$ cat src/rtl/vivt_cache.sv
module vivt_cache #(
  parameter int LINES  = 16,
  parameter int WORDS  = 4,
  parameter int VA_W   = 32,
  parameter int PA_W   = 32,
  parameter int PID_W  = 8,
  parameter int DATA_W = 32
) (
  input  logic                         clk,
  input  logic                         rst_n,
  input  logic                         flush,
  input  logic                         cpu_req,
  input  logic                         cpu_we,
  input  logic [VA_W-1:0]              cpu_va,
  input  logic [PID_W-1:0]             cpu_pid,
  input  logic [DATA_W-1:0]            cpu_wdata,
  output logic                         cpu_ready,
  output logic                         cpu_done,
  output logic                         cpu_fault,
  output logic [DATA_W-1:0]            cpu_rdata,
  output logic                         xl_req,
  output logic [VA_W-1:0]              xl_va,
  output logic [PID_W-1:0]             xl_pid,
  input  logic                         xl_valid,
  input  logic [PA_W-$clog2(WORDS)-3:0] xl_pline,
  input  logic [1:0]                   xl_perm,
  output logic                         mem_req,
  output logic [PA_W-1:0]              mem_addr,
  input  logic                         mem_valid,
  input  logic [DATA_W-1:0]            mem_rdata
);
  localparam int WS_W  = $clog2(WORDS);
  localparam int OFF_W = WS_W + 2;
  localparam int IDX_W = $clog2(LINES);
  localparam int TAG_W = VA_W - IDX_W - OFF_W;
  localparam int PL_W  = PA_W - OFF_W;

  typedef enum logic [1:0] {S_IDLE, S_LOOK, S_XL, S_FILL} st_t;
  st_t state;

  logic [LINES-1:0]  vld;
  logic [TAG_W-1:0]  tag_a  [LINES];
  logic [PID_W-1:0]  pid_a  [LINES];
  logic [PL_W-1:0]   pl_a   [LINES];
  logic [1:0]        perm_a [LINES];
  logic [DATA_W-1:0] dat    [LINES][WORDS];

  logic              r_we;
  logic [VA_W-1:0]   r_va;
  logic [PID_W-1:0]  r_pid;
  logic [DATA_W-1:0] r_wd;
  logic [PL_W-1:0]   f_pl;
  logic [1:0]        f_perm;
  logic [WS_W-1:0]   wcnt;
  logic [IDX_W-1:0]  scn;
  logic              wdone, sdone;

  logic [IDX_W-1:0]  idx;
  logic [TAG_W-1:0]  vtag;
  logic [WS_W-1:0]   wsel;
  logic              hit, perm_ok;
  logic              unused_lsb;

  assign idx        = r_va[OFF_W +: IDX_W];
  assign vtag       = r_va[VA_W-1 -: TAG_W];
  assign wsel       = r_va[2 +: WS_W];
  assign hit        = vld[idx] && (tag_a[idx] == vtag) && (pid_a[idx] == r_pid);
  assign perm_ok    = r_we ? perm_a[idx][1] : perm_a[idx][0];
  assign unused_lsb = ^r_va[1:0];

  assign cpu_ready = (state == S_IDLE);
  assign xl_req    = (state == S_XL);
  assign xl_va     = r_va;
  assign xl_pid    = r_pid;
  assign mem_req   = (state == S_FILL) && !wdone;
  assign mem_addr  = {f_pl, wcnt, 2'b00};

  always_ff @(posedge clk or negedge rst_n) begin
    if (!rst_n) begin
      state     <= S_IDLE;
      vld       <= '0;
      cpu_done  <= 1'b0;
      cpu_fault <= 1'b0;
      cpu_rdata <= '0;
      r_we      <= 1'b0;
      r_va      <= '0;
      r_pid     <= '0;
      r_wd      <= '0;
      f_pl      <= '0;
      f_perm    <= '0;
      wcnt      <= '0;
      scn       <= '0;
      wdone     <= 1'b0;
      sdone     <= 1'b0;
    end else begin
      cpu_done  <= 1'b0;
      cpu_fault <= 1'b0;
      case (state)
        S_IDLE: if (cpu_req) begin
          r_we  <= cpu_we;
          r_va  <= cpu_va;
          r_pid <= cpu_pid;
          r_wd  <= cpu_wdata;
          state <= S_LOOK;
        end
        S_LOOK: if (hit) begin
          cpu_done <= 1'b1;
          state    <= S_IDLE;
          if (!perm_ok) cpu_fault <= 1'b1;
          else if (r_we) dat[idx][wsel] <= r_wd;
          else cpu_rdata <= dat[idx][wsel];
        end else begin
          state <= S_XL;
        end
        S_XL: if (xl_valid) begin
          f_pl     <= xl_pline;
          f_perm   <= xl_perm;
          vld[idx] <= 1'b0;
          wcnt     <= '0;
          scn      <= '0;
          wdone    <= 1'b0;
          sdone    <= 1'b0;
          state    <= S_FILL;
        end
        S_FILL: begin
          if (!wdone && mem_valid) begin
            dat[idx][wcnt] <= mem_rdata;
            wcnt <= wcnt + 1'b1;
            if (wcnt == WS_W'(WORDS-1)) wdone <= 1'b1;
          end
          if (!sdone) begin
            if (scn != idx && vld[scn] && pl_a[scn] == f_pl) vld[scn] <= 1'b0;
            scn <= scn + 1'b1;
            if (scn == IDX_W'(LINES-1)) sdone <= 1'b1;
          end
          if (wdone && sdone) begin
            vld[idx]    <= 1'b1;
            tag_a[idx]  <= vtag;
            pid_a[idx]  <= r_pid;
            pl_a[idx]   <= f_pl;
            perm_a[idx] <= f_perm;
            state       <= S_LOOK;
          end
        end
        default: state <= S_IDLE;
      endcase
      if (flush) vld <= '0;
    end
  end
endmodule


$ cat config.mk
export PLATFORM = sky130hd
export DESIGN_NAME = vivt_cache
export DESIGN_NICKNAME = d
export VERILOG_FILES = /design/src/rtl/vivt_cache.sv
export SDC_FILE = /design/constraint.sdc
export NUM_CORES = 2
export LEC_CHECK = 0
export BUFFER_PORTS_ARGS = -buffer_cell sky130_fd_sc_hd__buf_4
export CAP_MARGIN = 0
export CELL_PAD_IN_SITES_DETAIL_PLACEMENT = 0
export CELL_PAD_IN_SITES_GLOBAL_PLACEMENT = 1
export CORE_ASPECT_RATIO = 1.5
export CORE_UTILIZATION = 50
export CTS_CLUSTER_DIAMETER = 30
export DETAILED_ROUTE_END_ITERATION = 6
export PLACE_DENSITY = 0.79
export SLEW_MARGIN = 20
export SYNTH_ARGS = -nofsm -noshare
export SYNTH_HDL_FRONTEND = slang
export SYNTH_SLANG_ARGS = --single-unit
$ cat constraint.sdc
create_clock -name clk -period 5 [get_ports clk]
set_input_delay 1 -clock clk [delete_from_list [all_inputs] [get_ports clk]]
set_output_delay 1 -clock clk [all_outputs]
set_load 0.005 [all_outputs]
# --- Word level (Yosys, flattened, before mapping) ---
# Memories as Yosys holds them, arrays and structs flattened.
# Index checks and enable logic that the tools add are counted.
classes:
  n_addsub: 2
  mul: 0
  n_div: 0
  n_lt_le_gt_ge: 8
  n_eq_ne: 16
  shifts: 0
  n_mux: 185
  bitwise: 136
  n_reduce_logical: 27
op_table:
  columns: ["cell", "n"]
  rows:
  - ["two-way mux 128 bit", 2]
  - ["two-way mux 1 bit", 152]
  - ["demux 32 bit (select 2 bit)", 2]
  - ["two-way mux 32 bit", 4]
  - ["OR 1 bit", 128]
  - ["two-way mux 16 bit", 6]
  - ["binary-select mux 32 bit (select 2 bit)", 1]
  - ["bitwise AND 16 bit", 2]
  - ["NOT 16 bit", 2]
  - ["one-hot mux 16 bit (2 select lines)", 1]
  - ["equality test 28 bit", 1]
  - ["equality test 24 bit", 1]
  - ["OR 16 bit", 1]
  - ["logical AND 1 bit", 14]
  - ["two-way mux 2 bit", 6]
  - ["< comparator 4 x 5 -> 1 bit (second input constant)", 2]
  - ["AND reduction 3 bit", 3]
  - ["binary-select mux 1 bit (select 4 bit)", 2]
  - ["demux 1 bit (select 4 bit)", 2]
  - ["equality test 8 bit", 1]
  - ["greater-or-equal comparator 4 x 1 -> 1 bit (second input constant)", 2]
  - ["two-way mux 4 bit", 2]
  - ["!= test 2 x 1 -> 1 bit (second input constant)", 4]
  - ["one-hot mux 2 bit (4 select lines)", 1]
  - ["21 further kinds", 32]
word_totals:
  reg_bits: 163
  latch_bits: 0
  ram_bits: 3040
  rom_bits: 0
  out_inout_bits: 109
  elab_cells: 394
  memories: 5
mem_list:
  columns: ["memory", "words", "width", "rd", "rd_clocked_by_memory_dff", "write_ports", "line_no", "source"]
  rows:
  - ["dat", 16, 128, 1, 0, 1, "46", "logic [DATA_W-1:0] dat [LINES][WORDS];"]
  - ["pl_a", 16, 28, 1, 0, 1, "44", "logic [PL_W-1:0] pl_a [LINES];"]
  - ["tag_a", 16, 24, 1, 0, 1, "42", "logic [TAG_W-1:0] tag_a [LINES];"]
  - ["pid_a", 16, 8, 1, 0, 1, "43", "logic [PID_W-1:0] pid_a [LINES];"]
  - ["perm_a", 16, 2, 1, 0, 1, "45", "logic [1:0] perm_a [LINES];"]

# --- Longest topological paths before layout ---
logic_depth:
  depth_word: 13
  ltp_mapped: 17
  mapped_depth_nobuf: 9

# --- Worst setup path before layout ---
# No wires, ideal clock.
synth_path:
  kind: "register -> register"
  from: "register r_va[7], in the netlist xl_va[7]"
  to: "memory perm_a[12][0] (enable)"
  setup_time_ns: 0.482
  t_arrival_ns: 5.060
  slack_ns: -0.542
  stages_incl_launch_ff: 12
  cell_sequence: "dfrtp_1 buf_2 buf_4 buf_4 buf_4 buf_4 buf_2 clkbuf_1 buf_2 clkbuf_1 nand3_1 nor2_1"
synth_lines:
  columns: ["item", "line_no", "source"]
  rows:
  - ["start, declared", "49", "logic [VA_W-1:0] r_va;"]
  - ["start signal, assigned", "101", "r_va <= cpu_va;"]
  - ["end, declared", "45", null]
# No word-level cell before the write port.

# --- Final worst setup path ---
layout_path:
  from: "register r_va[5], in the netlist xl_va[5]"
  to: "memory dat[12][20] in the netlist's numbering (enable)"
layout_via:
  elab_chain_len: 9
  word_cells_on_any_way: 16
  cone_classes: "eq/ne: 2; mux: 7; bitwise: 1; reduce/logical: 3; memory: 3"
layout_rtl:
  columns: ["item", "line_no", "source"]
  rows:
  - ["memory read (16 x 24 bit) / binary-select mux 1 bit (select 4 bit) (equally long branches)", null, null]
  - ["equality test 24 bit / two-way mux 1 bit (equally long branches)", "67", "assign hit = vld[idx] && (tag_a[idx] == vtag) && (pid_a[idx] == r_pid);"]
  - ["logical AND 1 bit (2 in series)", "67", null]
  - ["two-way mux 1 bit", "106", "S_LOOK: if (hit) begin"]
  - ["two-way mux 1 bit", "98", "case (state)"]
  - ["logical AND 1 bit (not written as such)", "110", "else if (r_we) dat[idx][wsel] <= r_wd;"]
  - ["two-way mux 128 bit (not written as such)", "110", null]
  - ["OR 1 bit (no line)", null, null]
  - ["end, declared", "46", null]
# Several ways; a longest one is shown, not always the timed one. The select of a mux whose other input is x is not followed.

==> results.py <==
metrics = {
    "sta": {
        "period_needed_ns": 4.74,
        "setup_viol": 0,
        "fmax_mhz": 211,
        "fin_skew_ns": 0.0832,
        "rsz0062_at_grt": "no",
        "fin_ws_ns": 0.256,
        "hold_viol": 0,
        "timing.slew.headroom": 0.262,
        "finalCritPeriodShare": 0.949,
        "slew_viol_final": 0,
        "tightest_slew_ns": 1.11,
    },
    "synthesis": {
        "synth-edff-count": 3040,
        "ys_warn_count": 0,
        "ys_types": 82,
        "synth_commonest_cells": "3,040 x edfxtp_1, 861 x mux4_2, 287 x mux2_2, 180 x mux2i_1, 163 x dfrtp_1",
        "syn_avg_cell_area_sq_um": 22.6,
        "synthTopCellsByArea": "edfxtp_1 72%, mux4_2 15%, dfrtp_1 3.2%",
        "yosys_most_used_dff": "edfxtp_1",
        "yosysSeqAreaShare": 0.755,
        "yosysTopAreaCellShare": 0.723,
        "synth_cells": 5579,
        "ys_async_sr_fraction": 0.0509,
        "synth.most_common_cell": "edfxtp_1",
        "syn_area_sq_mm": 0.126,
        "ys_ff_latch": 3203,
        "synth_top_cell_by_area": "edfxtp_1",
    },
    "clock_network": {
        "htree_levels": 5,
        "root_buffer": "clkbuf_16",
        "clk_pin_slew_ns": 0.06,
        "cts.path.max_buffers": 4,
        "cts_tree": "built",
        "cts.sink_count": 3203,
        "cts_setup_buffers": 0,
        "cts_made_buffers": 437,
        "clock_latency_ns": 0.94,
    },
    "grt": {
        "grt_pass1_vias": 65900,
        "grt_pass1_wl_microns": 475000,
        "grt_max_degree": 146,
        "gr-total-overflow": 0,
        "grt_use_total": 0.264,
        "grt_antenna_before_repair": 18,
    },
    "critical_path": {
        "worst_path_max_delay_cell": "dfrtp_4",
        "crit_type": "reg2reg",
        "max_stage_delay_ns": 0.63,
        "crit_family": "buffers and inverters",
        "cp_num_buf_inv": 5,
        "crit_chain": "buf_8, buf_4, mux2_2, o22ai_1, a221oi_1, xnor2_1, nand4_1, a2111oi_1, and4_1, buf_12, nand4_2, buf_4, a21oi_4, buf_12",
        "cp_max_fo": 31,
        "cp-start-kind": "register",
        "worstPathRequired_ns": 5.59,
        "cp.arrival_ns": 5.33,
        "end_kind": "register",
    },
    "floorplanning": {
        "start_util": 0.504,
        "row_count": 225,
        "dieArea_sq_mm": 0.255,
        "die_w_microns": 412,
        "dieHeight_microns": 618,
        "coreArea_sq_mm": 0.251,
        "io_pins": 250,
    },
    "route": {
        "vias_per_cell": 6.35,
        "drt_first_pass_iters": 5,
        "ant_nets": 0,
        "drt-wirelength-per-cell_microns": 33.6,
        "wirelength_microns": 334000,
        "vias": 63100,
        "drt_iter0_drc": 7391,
        "drcViolationCount": 0,
    },
    "layout": {
        "fill_cells": 16800,
        "synthToLayoutAreaGrowth_pct": 19.6,
        "fin_nets": 6421,
        "fin_area_sq_mm": 0.151,
        "final_core_util": 0.602,
        "drive_above_1_share": 0.391,
    },
    "placement": {
        "gp_congestion": 0.851,
        "placed_area_sq_mm": 0.136,
        "hpwl_microns": 196000,
        "portBuffers": 247,
        "dp_slack_ns": 0.0270,
    },
    "power": {
        "pwr_density_cell_mw_per_mm2": 601,
        "ir_drop_mv": 0.460,
        "p_leak_nw": 49.4,
        "p_total_mw": 90.8,
    },
    "worst_hold_path": {
        "hold_path_class": "in2reg",
    },
    "run_status": {
        "status": "completed",
    },
    "flow_run": {
        "max-cap-violations": 0,
    },
}
## area by class of cell
| cell class | count | area (sq um) | share of cell area |
|---|---|---|---|
| flip-flops and latches | 3203 | 95400 | 0.632 |
| multi-input cells | 2044 | 30100 | 0.199 |
| clock buffers | 482 | 11300 | 0.0750 |
| repair buffers | 552 | 6220 | 0.0412 |
| well taps | 3291 | 4120 | 0.0273 |
| clock inverters | 330 | 3750 | 0.0249 |
| inverters | 29 | 109 | 0.000721 |
| diodes | 11 | 27.5 | 0.000182 |
## stage by stage
| stage | hold WS, ns | TNS (ns) | cells |
|---|---|---|---|
| final | 0.299 | 0 | 9942 |
| after detailed placement | 0.503 | 0 | 9117 |
| after floorplan | 0.495 | -100.85 | 5580 |
| after CTS | 0.231 | 0 | 9930 |
| after global routing | 0.257 | 0 | 9936 |
| after global placement | 0.491 | -48.44 | 9117 |
## registers in the layout, summed over array words and instances, names as in the netlist, 4 cells and up
signal     cells
cpu_rdata     32
dat         2048
f_pl          28
perm_a        32
pid_a        128
pl_a         448
r_wd          32
scn            4
tag_a        384
vld           16
xl_pid         8
xl_va         32
## path summary, 6_finish.rpt
kind	start	end	slack [ns]	cells past startpoint
max	xl_va[5]	dat[12][20]	0.26	14
max reg2reg	xl_va[5]	dat[12][20]	0.26	14
min	cpu_va[30]	xl_va[30]	0.30	2
max in group asynchronous	rst_n	xl_va[5]	3.26	3
min reg2reg	cpu_rdata[22]	cpu_rdata[22]	0.51	1
min in group asynchronous	rst_n	r_we	0.61	2
## metal layers
metal  global-route usage  share of wire
met5                    0        0.00045
met4                0.120          0.050
met3               0.0528          0.088
met2                0.449           0.52
met1                0.324           0.35
## repair_timing
item | in CTS | in global routing
setup endpoints to repair | 0 | 2044
gates resized for setup | 0 | 3
hold buffers | 1 | 0
hold endpoints to repair | 23 | 0
## cells in the final DEF, fill, tap and decap left out, types with 15 or more instances in the layout
master	n
buf_12	163
inv_1	28
clkinvlp_4	52
clkbuf_1	29
nor2b_1	18
a22oi_1	51
mux4_2	861
a21oi_1	20
inv_6	74
nand2b_1	16
clkinv_2	43
dfrtp_1	154
nor3_1	16
nand3_1	17
clkinv_1	28
o22ai_1	26
bufinv_16	45
a221oi_1	15
mux2_2	287
buf_4	385
inv_8	27
xor2_1	21
edfxtp_1	3040
nor2_4	16
clkbuf_16	443
o211ai_1	26
nand2_1	93
nor2_1	44
xnor2_1	46
clkinv_8	16
o21ai_0	34
mux2_4	30
a21oi_4	64
mux2i_1	180
clkinv_4	41
a21o_1	16
## kinds of logic after synthesis
logic type	synth area share
other	0.0000297
adder cells (fa/ha/maj)	0.00129
multiplexers	0.197
AO/OA/AOI/OAI	0.0168
buffers and inverters	0.0142
flip-flops	0.755
XOR/XNOR	0.00465
AND/OR/NAND/NOR	0.0112
## where the power goes
part           internal [mW]  leakage, nW  switching (mW)  total [mW]
Combinational           10.3         12.7            13.5        23.8
Sequential              33.8         29.4            1.74        35.5
Clock                   19.1         7.24            12.4        31.5
No activity file was read; power rests on OpenSTA's default activity.
